**config.mk**
```make
export PLATFORM = sky130hd
export DESIGN_NAME = seq_watchdog
export DESIGN_NICKNAME = d
export VERILOG_FILES = /design/src/rtl/seqwdt_pkg.sv /design/src/rtl/seqwdt_regs.sv /design/src/rtl/seqwdt_svc.sv /design/src/rtl/seqwdt_cnt.sv /design/src/rtl/seqwdt_pdc.sv /design/src/rtl/seqwdt_outs.sv /design/src/rtl/seq_watchdog.sv
export SDC_FILE = /design/constraint.sdc
export NUM_CORES = 1
export LEC_CHECK = 0
export BUFFER_PORTS_ARGS = -buffer_cell sky130_fd_sc_hd__buf_2
export CAP_MARGIN = 20
export CORE_UTILIZATION = 61
export DETAILED_ROUTE_END_ITERATION = 10
export HOLD_SLACK_MARGIN = 0.05
export PLACE_DENSITY = 0.95
export SLEW_MARGIN = 20
export SYNTH_ARGS = -nofsm -noshare
export SYNTH_HDL_FRONTEND = slang
export SYNTH_HIERARCHICAL = 1
export SYNTH_SLANG_ARGS = --single-unit
```
**constraint.sdc**
```tcl
create_clock -name clk -period 3.6 [get_ports clk]
set_clock_uncertainty 0.15 [all_clocks]
set_input_delay 0.72 -clock clk [delete_from_list [all_inputs] [get_ports clk]]
set_output_delay 0.72 -clock clk [all_outputs]
set_load 0.02 [all_outputs]
```
**src/rtl/seqwdt_pkg.sv**
```systemverilog
package seqwdt_pkg;
  localparam int DW   = 16;
  localparam int AW   = 4;
  localparam int WT_W = 8;

  localparam logic [AW-1:0] OFS_CTRL = 4'h0;
  localparam logic [AW-1:0] OFS_SVC  = 4'h2;
  localparam logic [AW-1:0] OFS_STAT = 4'h4;
  localparam logic [AW-1:0] OFS_MISC = 4'h8;

  localparam logic [DW-1:0] KEY_ARM  = 16'h5555;
  localparam logic [DW-1:0] KEY_FIRE = 16'hAAAA;

  typedef struct packed {
    logic [WT_W-1:0] wt;
    logic            sel_line;
    logic            en;
    logic            zst;
  } ctrl_t;

  typedef enum logic [1:0] {
    CAUSE_NONE = 2'b00,
    CAUSE_SW   = 2'b01,
    CAUSE_TO   = 2'b10
  } cause_e;
endpackage

```
**src/rtl/seqwdt_regs.sv**
```systemverilog
module seqwdt_regs
  import seqwdt_pkg::*;
(
  input  logic            clk,
  input  logic            rst_n,
  input  logic            por_n,
  input  logic            bus_valid,
  input  logic            bus_write,
  input  logic [AW-1:0]   bus_addr,
  input  logic [WT_W-1:0] in_wt,
  input  logic            in_swr,
  input  logic            in_sel,
  input  logic            in_en,
  input  logic            in_bit0,
  input  logic            to_rst,
  output ctrl_t           ctrl,
  output logic            start,
  output logic            sw_req,
  output logic            svc_wr,
  output logic            pd_en,
  output logic [DW-1:0]   bus_rdata
);
  logic   wr_hit, wr_ctrl, wr_misc, zst_lock;
  cause_e cause;

  assign wr_hit  = bus_valid && bus_write;
  assign wr_ctrl = wr_hit && (bus_addr == OFS_CTRL);
  assign wr_misc = wr_hit && (bus_addr == OFS_MISC);
  assign svc_wr  = wr_hit && (bus_addr == OFS_SVC);
  assign start   = wr_ctrl && in_en && !ctrl.en;
  assign sw_req  = wr_ctrl && !in_swr;

  // control register with sticky enable and write-once suspend
  always_ff @(posedge clk or negedge rst_n) begin
    if (!rst_n) begin
      ctrl     <= '0;
      zst_lock <= 1'b0;
    end else if (wr_ctrl) begin
      ctrl.wt       <= in_wt;
      ctrl.sel_line <= in_sel;
      if (in_en) ctrl.en <= 1'b1;
      if (!zst_lock) begin
        ctrl.zst <= in_bit0;
        zst_lock <= 1'b1;
      end
    end
  end

  // power-down counter enable: can only be turned off
  always_ff @(posedge clk or negedge rst_n) begin
    if (!rst_n) pd_en <= 1'b1;
    else if (wr_misc && !in_bit0) pd_en <= 1'b0;
  end

  // reset cause, kept across system reset
  always_ff @(posedge clk or negedge por_n) begin
    if (!por_n) cause <= CAUSE_NONE;
    else if (sw_req) cause <= CAUSE_SW;
    else if (to_rst) cause <= CAUSE_TO;
  end

  always_comb begin
    bus_rdata = '0;
    if (bus_valid && !bus_write) begin
      case (bus_addr)
        OFS_CTRL: bus_rdata = {ctrl.wt, 3'b000, 1'b1, ctrl.sel_line, ctrl.en, 1'b0, ctrl.zst};
        OFS_STAT: bus_rdata = {{(DW-2){1'b0}}, cause};
        OFS_MISC: bus_rdata = {{(DW-1){1'b0}}, pd_en};
        default:  bus_rdata = '0;
      endcase
    end
  end

  AST_EN_STICKY: assert property (@(posedge clk) disable iff (!rst_n)
    ctrl.en |=> ctrl.en);
  AST_ZST_ONCE: assert property (@(posedge clk) disable iff (!rst_n)
    zst_lock |=> $stable(ctrl.zst));
  AST_SW_CAUSE: assert property (@(posedge clk) disable iff (!por_n)
    sw_req |=> (cause == CAUSE_SW));
endmodule

```
**src/rtl/seqwdt_svc.sv**
```systemverilog
module seqwdt_svc
  import seqwdt_pkg::*;
(
  input  logic          clk,
  input  logic          rst_n,
  input  logic          svc_wr,
  input  logic [DW-1:0] wdata,
  output logic          fire
);
  logic armed;

  assign fire = svc_wr && armed && (wdata == KEY_FIRE);

  always_ff @(posedge clk or negedge rst_n) begin
    if (!rst_n) armed <= 1'b0;
    else if (svc_wr) armed <= (wdata == KEY_ARM);
  end

  AST_FIRE_DISARMS: assert property (@(posedge clk) disable iff (!rst_n)
    fire |=> !armed);
endmodule

```
**src/rtl/seqwdt_cnt.sv**
```systemverilog
module seqwdt_cnt #(
  parameter int CW = 9
) (
  input  logic          clk,
  input  logic          rst_n,
  input  logic          run,
  input  logic          hold,
  input  logic          tick,
  input  logic          load,
  input  logic [CW-1:0] load_val,
  input  logic [CW-1:0] ref_val,
  output logic          expire
);
  logic [CW-1:0] cnt;

  always_ff @(posedge clk or negedge rst_n) begin
    if (!rst_n) begin
      cnt    <= '0;
      expire <= 1'b0;
    end else begin
      expire <= 1'b0;
      if (load) begin
        cnt <= load_val;
      end else if (run && tick && !hold) begin
        if (cnt <= CW'(1)) begin
          expire <= 1'b1;
          cnt    <= ref_val;
        end else begin
          cnt <= cnt - 1'b1;
        end
      end
    end
  end

  AST_CNT_LIVE: assert property (@(posedge clk) disable iff (!rst_n)
    run |-> (cnt != '0));
  AST_EXPIRE_RUN: assert property (@(posedge clk) disable iff (!rst_n)
    expire |-> $past(run));
endmodule

```
**src/rtl/seqwdt_pdc.sv**
```systemverilog
module seqwdt_pdc #(
  parameter int TICKS = 32
) (
  input  logic clk,
  input  logic rst_n,
  input  logic tick,
  input  logic enable,
  output logic pulse
);
  localparam int PW = $clog2(TICKS + 1);
  logic [PW-1:0] cnt;
  logic          done;

  always_ff @(posedge clk or negedge rst_n) begin
    if (!rst_n) begin
      cnt   <= '0;
      done  <= 1'b0;
      pulse <= 1'b0;
    end else begin
      pulse <= 1'b0;
      if (enable && !done && tick) begin
        if (cnt == PW'(TICKS - 1)) begin
          pulse <= 1'b1;
          done  <= 1'b1;
        end else begin
          cnt <= cnt + 1'b1;
        end
      end
    end
  end

  AST_PD_SINGLE: assert property (@(posedge clk) disable iff (!rst_n)
    pulse |=> !pulse);
endmodule

```
**src/rtl/seqwdt_outs.sv**
```systemverilog
module seqwdt_outs #(
  parameter int LEN = 4
) (
  input  logic clk,
  input  logic rst_n,
  input  logic sw_req,
  input  logic to_rst,
  input  logic to_line,
  input  logic pd_pulse,
  output logic sys_rst_req,
  output logic line_n
);
  localparam int RW = $clog2(LEN + 1);
  logic [RW-1:0] rcnt;

  always_ff @(posedge clk or negedge rst_n) begin
    if (!rst_n) begin
      rcnt   <= '0;
      line_n <= 1'b1;
    end else begin
      if (sw_req || to_rst) rcnt <= RW'(LEN);
      else if (rcnt != '0) rcnt <= rcnt - 1'b1;
      line_n <= !(to_line || pd_pulse);
    end
  end

  assign sys_rst_req = (rcnt != '0);

  AST_REQ_START: assert property (@(posedge clk) disable iff (!rst_n)
    (sw_req || to_rst) |=> sys_rst_req);
  AST_LINE_SRC: assert property (@(posedge clk) disable iff (!rst_n)
    !line_n |-> $past(to_line || pd_pulse));
endmodule

```
**src/rtl/seq_watchdog.sv**
```systemverilog
module seq_watchdog
  import seqwdt_pkg::*;
#(
  parameter int RST_LEN  = 4,
  parameter int PD_TICKS = 32
) (
  input  logic          clk,
  input  logic          rst_n,
  input  logic          por_n,
  input  logic          tick_en,
  input  logic          lowpower,
  input  logic          bus_valid,
  input  logic          bus_write,
  input  logic [3:0]    bus_addr,
  input  logic [15:0]   bus_wdata,
  output logic [15:0]   bus_rdata,
  output logic          sys_rst_req,
  output logic          wdog_line_n
);
  localparam int CW = WT_W + 1;

  ctrl_t          ctrl;
  logic           start, sw_req, svc_wr, pd_en, fire, expire, pd_pulse;
  logic           to_rst, to_line, load;
  logic [CW-1:0]  start_val, ref_val, load_val;

  seqwdt_regs u_regs (
    .clk(clk), .rst_n(rst_n), .por_n(por_n),
    .bus_valid(bus_valid), .bus_write(bus_write), .bus_addr(bus_addr),
    .in_wt(bus_wdata[15:8]), .in_swr(bus_wdata[4]), .in_sel(bus_wdata[3]),
    .in_en(bus_wdata[2]), .in_bit0(bus_wdata[0]),
    .to_rst(to_rst), .ctrl(ctrl), .start(start), .sw_req(sw_req),
    .svc_wr(svc_wr), .pd_en(pd_en), .bus_rdata(bus_rdata)
  );

  seqwdt_svc u_svc (
    .clk(clk), .rst_n(rst_n), .svc_wr(svc_wr), .wdata(bus_wdata), .fire(fire)
  );

  assign start_val = CW'(bus_wdata[15:8]) + CW'(1);
  assign ref_val   = CW'(ctrl.wt) + CW'(1);
  assign load      = start || fire;
  assign load_val  = start ? start_val : ref_val;

  seqwdt_cnt #(.CW(CW)) u_cnt (
    .clk(clk), .rst_n(rst_n), .run(ctrl.en), .hold(ctrl.zst && lowpower),
    .tick(tick_en), .load(load), .load_val(load_val), .ref_val(ref_val),
    .expire(expire)
  );

  assign to_rst  = expire && !ctrl.sel_line;
  assign to_line = expire && ctrl.sel_line;

  seqwdt_pdc #(.TICKS(PD_TICKS)) u_pdc (
    .clk(clk), .rst_n(rst_n), .tick(tick_en), .enable(pd_en), .pulse(pd_pulse)
  );

  seqwdt_outs #(.LEN(RST_LEN)) u_outs (
    .clk(clk), .rst_n(rst_n), .sw_req(sw_req), .to_rst(to_rst),
    .to_line(to_line), .pd_pulse(pd_pulse),
    .sys_rst_req(sys_rst_req), .line_n(wdog_line_n)
  );
endmodule

```
# Word-level counts from Yosys, hierarchy flattened
# Index checks and enable logic that the tools add are counted.
dict set report classes {
  addsub 5
  n_lt_le_gt_ge 1
  eq_ne 6
  muxes 15
  bitwise_logic 2
  n_reduce_logical 38
}
# operator count
set ops {}
lappend ops {{$pmux 16 s3} 1}
lappend ops {{$mux 9} 4}
lappend ops {{$add 8x1->9 const B} 2}
lappend ops {{$logic_and 1x1->1} 18}
lappend ops {{$eq 16x15->1 const B} 1}
lappend ops {{$eq 16x16->1 const B} 1}
lappend ops {{$mux 16} 1}
lappend ops {{$le 9x1->1 const B} 1}
lappend ops {{$sub 9x1->9 const B} 1}
lappend ops {{$logic_not 1->1} 8}
lappend ops {{$reduce_and 2->1} 4}
lappend ops {{$add 6x1->6 const B} 1}
lappend ops {{$eq 6x5->1 const B} 1}
lappend ops {{$mux 3} 2}
lappend ops {{$reduce_bool 2->1} 3}
lappend ops {{$mux 1} 5}
lappend ops {{$eq 4x2->1 const B} 1}
lappend ops {{$eq 4x3->1 const B} 1}
lappend ops {{$eq 4x4->1 const B} 1}
lappend ops {{$logic_not 4->1} 1}
lappend ops {{$mux 2} 2}
lappend ops {{$logic_or 1x1->1} 3}
lappend ops {{$reduce_bool 3->1} 1}
lappend ops {{$sub 3x1->3 const B} 1}
lappend ops {{$not 1->1} 2}
dict set report totals {
  reg_bits 38
  in_bits 27
}

# Depth between registers and ports, before layout
dict set report logic_depth {
  depth_word 6
  ltp_mapped 12
  mapped_depth_nobuf 10
}

# Cells and area by module
# The synthesis kept the hierarchy.
# module instances cells_each area_per_inst_um2 seq_area_each_um2
set modules_own_cells {}
lappend modules_own_cells {seqwdt_cnt 1 92 804.5 250.2}
lappend modules_own_cells {seqwdt_regs 1 65 780.7 376.6}
lappend modules_own_cells {seq_watchdog 1 60 416.6 0.0}
lappend modules_own_cells {seqwdt_pdc 1 31 407.9 200.2}
lappend modules_own_cells {seqwdt_outs 1 18 207.7 101.3}
lappend modules_own_cells {seqwdt_svc 1 15 146.4 25.0}

# Worst setup path after synthesis
# OpenSTA, ideal clock, no wires.
dict set report synth_timing {
  path_kind {input -> register}
  from {input port bus_addr[1]}
  to {register u_cnt.cnt[2]}
  setup_ns 0.104
  arrival_time_ns 3.054
  t_required_ns 3.346
  path_slack_ns 0.293
  path_stages 10
  path_buffers 4
  path_cell_list {nor3b_4 -> nand3_1 -> buf_4 -> nor3b_1 -> clkbuf_1 -> or2_2 -> buf_2 -> buf_1 -> nor3_1 -> a221oi_1}
}
dict set report synth_between {
  elab_chain_len 6
  word_cells_on_any_way 12
  classes_between {eq/ne (1); mux (2); reduce/logical (9)}
}
# element line_no
set synth_rtl {}
lappend synth_rtl {{from (decl)} seq_watchdog.sv:14} ;# input logic [3:0] bus_addr,
lappend synth_rtl {{$logic_not 4->1 (*)} seqwdt_regs.sv:27} ;# assign wr_ctrl = wr_hit && (bus_addr == OFS_CTRL);
lappend synth_rtl {{$logic_and 1x1->1 (*)} seqwdt_regs.sv:27}
lappend synth_rtl {{$logic_and 1x1->1 (*) (2 in a row)} seqwdt_regs.sv:30} ;# assign start = wr_ctrl && in_en && !ctrl.en;
lappend synth_rtl {{net start} seq_watchdog.sv:23} ;# logic start, sw_req, svc_wr, pd_en, fire, expire, pd_pulse;
lappend synth_rtl {{$logic_or 1x1->1 (*)} seq_watchdog.sv:42} ;# assign load = start || fire;
lappend synth_rtl {{net load} seq_watchdog.sv:24} ;# logic to_rst, to_line, load;
lappend synth_rtl {{$mux 9 or $reduce_bool 2->1 (tied branches)} --}
lappend synth_rtl {{to (signal assigned)} seqwdt_cnt.sv:23} ;# cnt <= load_val;
lappend synth_rtl {{to (signal assigned)} seqwdt_cnt.sv:27} ;# cnt <= ref_val;
lappend synth_rtl {{to (signal assigned)} seqwdt_cnt.sv:29} ;# cnt <= cnt - 1'b1;
lappend synth_rtl {{to (decl)} seqwdt_cnt.sv:14} ;# logic [CW-1:0] cnt;
# The timed path passes the listed nets; every way through them passes the cells marked *.
# A chain may end at the register's enable or synchronous reset.

# Final worst setup path
dict set report layout_timing {
  from {input port bus_addr[3]}
  to {register u_cnt.cnt[3]}
}
dict set report layout_between {
  elab_chain_len 6
  word_cells_on_any_way 12
  classes_between {eq/ne (1); mux (2); reduce/logical (9)}
}
# element line_no
set layout_rtl {}
lappend layout_rtl {{$eq 4x2->1 (*)} seqwdt_regs.sv:29} ;# assign svc_wr = wr_hit && (bus_addr == OFS_SVC);
lappend layout_rtl {{$logic_and 1x1->1 (*)} seqwdt_regs.sv:29}
lappend layout_rtl {{net svc_wr} seq_watchdog.sv:23}
lappend layout_rtl {{$logic_and 1x1->1 (*) (2 in a row)} seqwdt_svc.sv:12} ;# assign fire = svc_wr && armed && (wdata == KEY_FIRE);
lappend layout_rtl {{net fire} seq_watchdog.sv:23}
lappend layout_rtl {{$logic_or 1x1->1 (*)} seq_watchdog.sv:42}
lappend layout_rtl {{net load} seq_watchdog.sv:24}
lappend layout_rtl {{$mux 9 or $reduce_bool 2->1 (tied branches)} --}
# Marks and branches as above.

==> results.md <==
- Worst skew pair latency: 0.30 ns
- P per Cell Area: 514.9 mW/mm^2
- Status: completed
- Synth Instances: 281
- Die Span X: 69.31 um
- Post-CTS sizing: 0
- Clock sinks: 38
- Critical path's top delay family: simple AND/OR/NAND/NOR gates
- Syn. warnings: 6
- Worst path bufs/invs: 1
- Synth Area in Compound Gates: 13.63%
- CTS tree: done
- Slew headroom: 43.88%
- Final TNS setup: 0 ns
- Yosys reg bits: 38
- Crit-path cells: buf_2 > nor2_1 > nand2_1 > nor4bb_1 > nand3_1 > nor4_2 > or2_2 > and4bb_2 > a21oi_1 > a211o_2 > nand3_1
- Tot GR Track Use: 33.86%
- Drt via density: 6.879
- Top cells by area, synth: dfrtp_1 33%, mux2_2 5.3%, ha_1 3.2%
- Vias: 2607
- Register area share after synthesis: 34.50%
- Critical path arrival: 3.31 ns
- Slew @ Worst Pin: 0.8418 ns
- Leak Pwr: 0.001445 uW
- Final min period: 3.291 ns
- DRT Pass-1 Iters: 5
- Syn Area/Cell: 9.836 um^2
- DP HPWL: 4802 um
- Root Driver: clkbuf_8
- Maxcap violations: 0
- Cell row count: 24
- RSZ-0062 raised after global routing: no
- Fin crit share: 91.43%
- Routability cong.: 0.9358
- Simple-gate share of the synthesized area: 31.28%
- Max IR drop VDD: 0.0003916 V
- CP required: 3.62 ns
- Initial antenna violation count: 0
- Yosys top cell by area: dfrtp_1
- DIE HEIGHT: 69.31 um
- Syn-to-layout area delta: 14.40%
- Starting Density: 63.48%
- Final wirelength: 7833 um
- Most numerous cell in the Yosys netlist: dfrtp_1
- Asr flop ratio synth: 100.0%
- IO Port Bufs: 41
- Final Setup Violations: 0
- Crit path kind: primary input to flop
- Hold violation count in the final report: 0
- Starting DRT DRC Count: 307
- Routed len/inst: 20.67 um
- Largest net degree at the start of global routing: 37
- Crit end category: flop
- # IOs: 45
- Post-synth cell types: 79
- Core area: 0.004354 mm^2
- Nets: 360
- Num CTS Buffers: 5
- Layout cells sized above 1: 31.50%
- Post-synthesis xor/xnor area fraction: 4.753%
- Placed inst area: 0.003009 mm^2
- Crit start category: primary input
- Area share of the largest cell type after synthesis: 32.59%
- CP Max Fanout: 13
- # diodes: 0
- CP max-delay cell: nor4bb_1
- Vias in the first global route: 2489
- Post-CTS Setup Bufs: 0
- Main synth FF type: dfrtp_1
- Number of synthesized flops with an enable pin: 0
- Die area: 0.004804 mm^2
- Mux cell area share after synthesis: 8.375%
- Max incr delay on CP: 0.58 ns
- Crit path top cell by count: nand3_1
- Largest family of logic cells by synthesized area: simple AND/OR/NAND/NOR gates
- Post-Syn Area: 0.002764 mm^2
- Clock Path Buffers: 2
- Most instantiated cells after synthesis: 36 x dfrtp_1, 18 x nor2_1, 16 x inv_1, 16 x nand2_1, 13 x mux2_2
- First-pass GRT wire length: 12600 um
- Fin area: 0.003162 mm^2
- Worst hold path class: flop to flop
- Htree depth: 2
- Fmax: 0.3038 GHz
- Max-slew violation count: 0
- Adder-cell share of the synthesized area: 3.169%
- Final ANT Viol Nets: 0
- GR Overflow Total: 0
- Clk slew on worst S/H paths: 0.08 ns
- DRC: 0
-- final timing paths --
kind	end	slack (ns)	cells past startpoint	start
setup / recovery	u_cnt/cnt[3]	0.31	11	bus_addr[3]
hold / removal	u_outs/line_n	0.21	1	u_pdc/pulse
setup reg to reg	u_cnt/cnt[7]	1.25	8	u_regs/ctrl[1]
hold reg to reg	u_outs/line_n	0.21	1	u_pdc/pulse
max in group asynchronous	u_pdc/cnt[3]	2.40	1	rst_n
min in group asynchronous	u_regs/ctrl[8]	0.36	1	rst_n
-- routing by layer --
metal | global-route usage [%] | vias to the layer above | share of wire [%]
met5 | 0 | - | 0
met4 | 20.86 | 0 | 5.7
met3 | 6.395 | 49 | 8.3
met2 | 53.40 | 201 | 47
met1 | 43.04 | 1222 | 39
li1 | - | 1135 | -
-- report_power, final --
| part | internal (uW) | switching, uW |
|---|---|---|
| sequential | 515 | 137 |
| clock | 296 | 166 |
| combinational | 230 | 283 |
-- placed cells by master, fill, tap and decap left out, types with 3 or more instances in the layout --
master and count:
ha_1 7, buf_4 3, nand2_1 16, nand4b_1 4, xor2_1 10, nor2_1 18
mux2i_1 7, and2_2 11, o211ai_1 3, nor3_1 7, dfrtp_1 36, inv_1 16
a21oi_1 12, a31oi_1 5, conb_1 3, nand2b_1 3, buf_2 41, mux2_2 13
xnor2_1 5, nor4bb_1 3, clkbuf_8 6, or4_1 4, o22ai_1 4, nand3_1 12
o21ai_0 4, nand4_1 6, nor2b_1 5
-- flip-flops by register name (all words and copies together), names as in the netlist --
signal and cells:
u_svc/armed 1, u_cnt/expire 1, u_outs/line_n 1, u_outs/rcnt 3, u_pdc/done 1, u_cnt/cnt 9, u_regs/zst_lock 1, u_regs/ctrl 11
u_pdc/pulse 1, u_pdc/cnt 6, u_regs/cause 2, u_regs/pd_en 1
-- cells by family (layout without fill, tap and decap cells) --
kind of cell / Yosys count / count (layout)
XOR/XNOR: 15 / 15
other: 1 / 3
AND/OR/NAND/NOR: 123 / 123
flip-flops: 38 / 38
AO/OA/AOI/OAI: 51 / 51
buffers and inverters: 25 / 69
multiplexers: 21 / 21
adder cells (fa/ha/maj): 7 / 7
-- layout make-up --
cell class                 instances  area, um^2
clock buffer                       6       82.58
sequential                        38       953.4
clock inverter                     2       60.06
inverter                          16       60.06
fill                             267        1192
tap                               52       65.06
timing repair buffer              45       237.7
multi-input combinational        220        1703
-- worst register-to-register path, delay by kind of cell, from the launching register on --
family          cells  cell delay [ns]
compound gates      3             0.26
buf+inv             1             0.23
flops               1             0.45
simple gates        4             1.19
-- timing repair --
item	in CTS	in global routing
setup endpoints to repair	0	0
hold buffers	1	0
hold endpoints to repair	2	0
-- per-stage QoR --
step	power (uW)	setup WS (ns)	hold WS [ns]	cells	utilization [%]
after floorplan	992.1	0.2925	0.1935	283	-
after detailed placement	1124	0.3785	0.2048	370	69.11
after CTS	1601	0.4045	0.2155	379	72.61
after global placement	1099	0.4568	0.2029	370	69.11
final	1628	0.3085	0.2138	379	72.61
after global routing	1691	0.2218	0.2280	379	72.61
(Power assumes the default switching activity.)
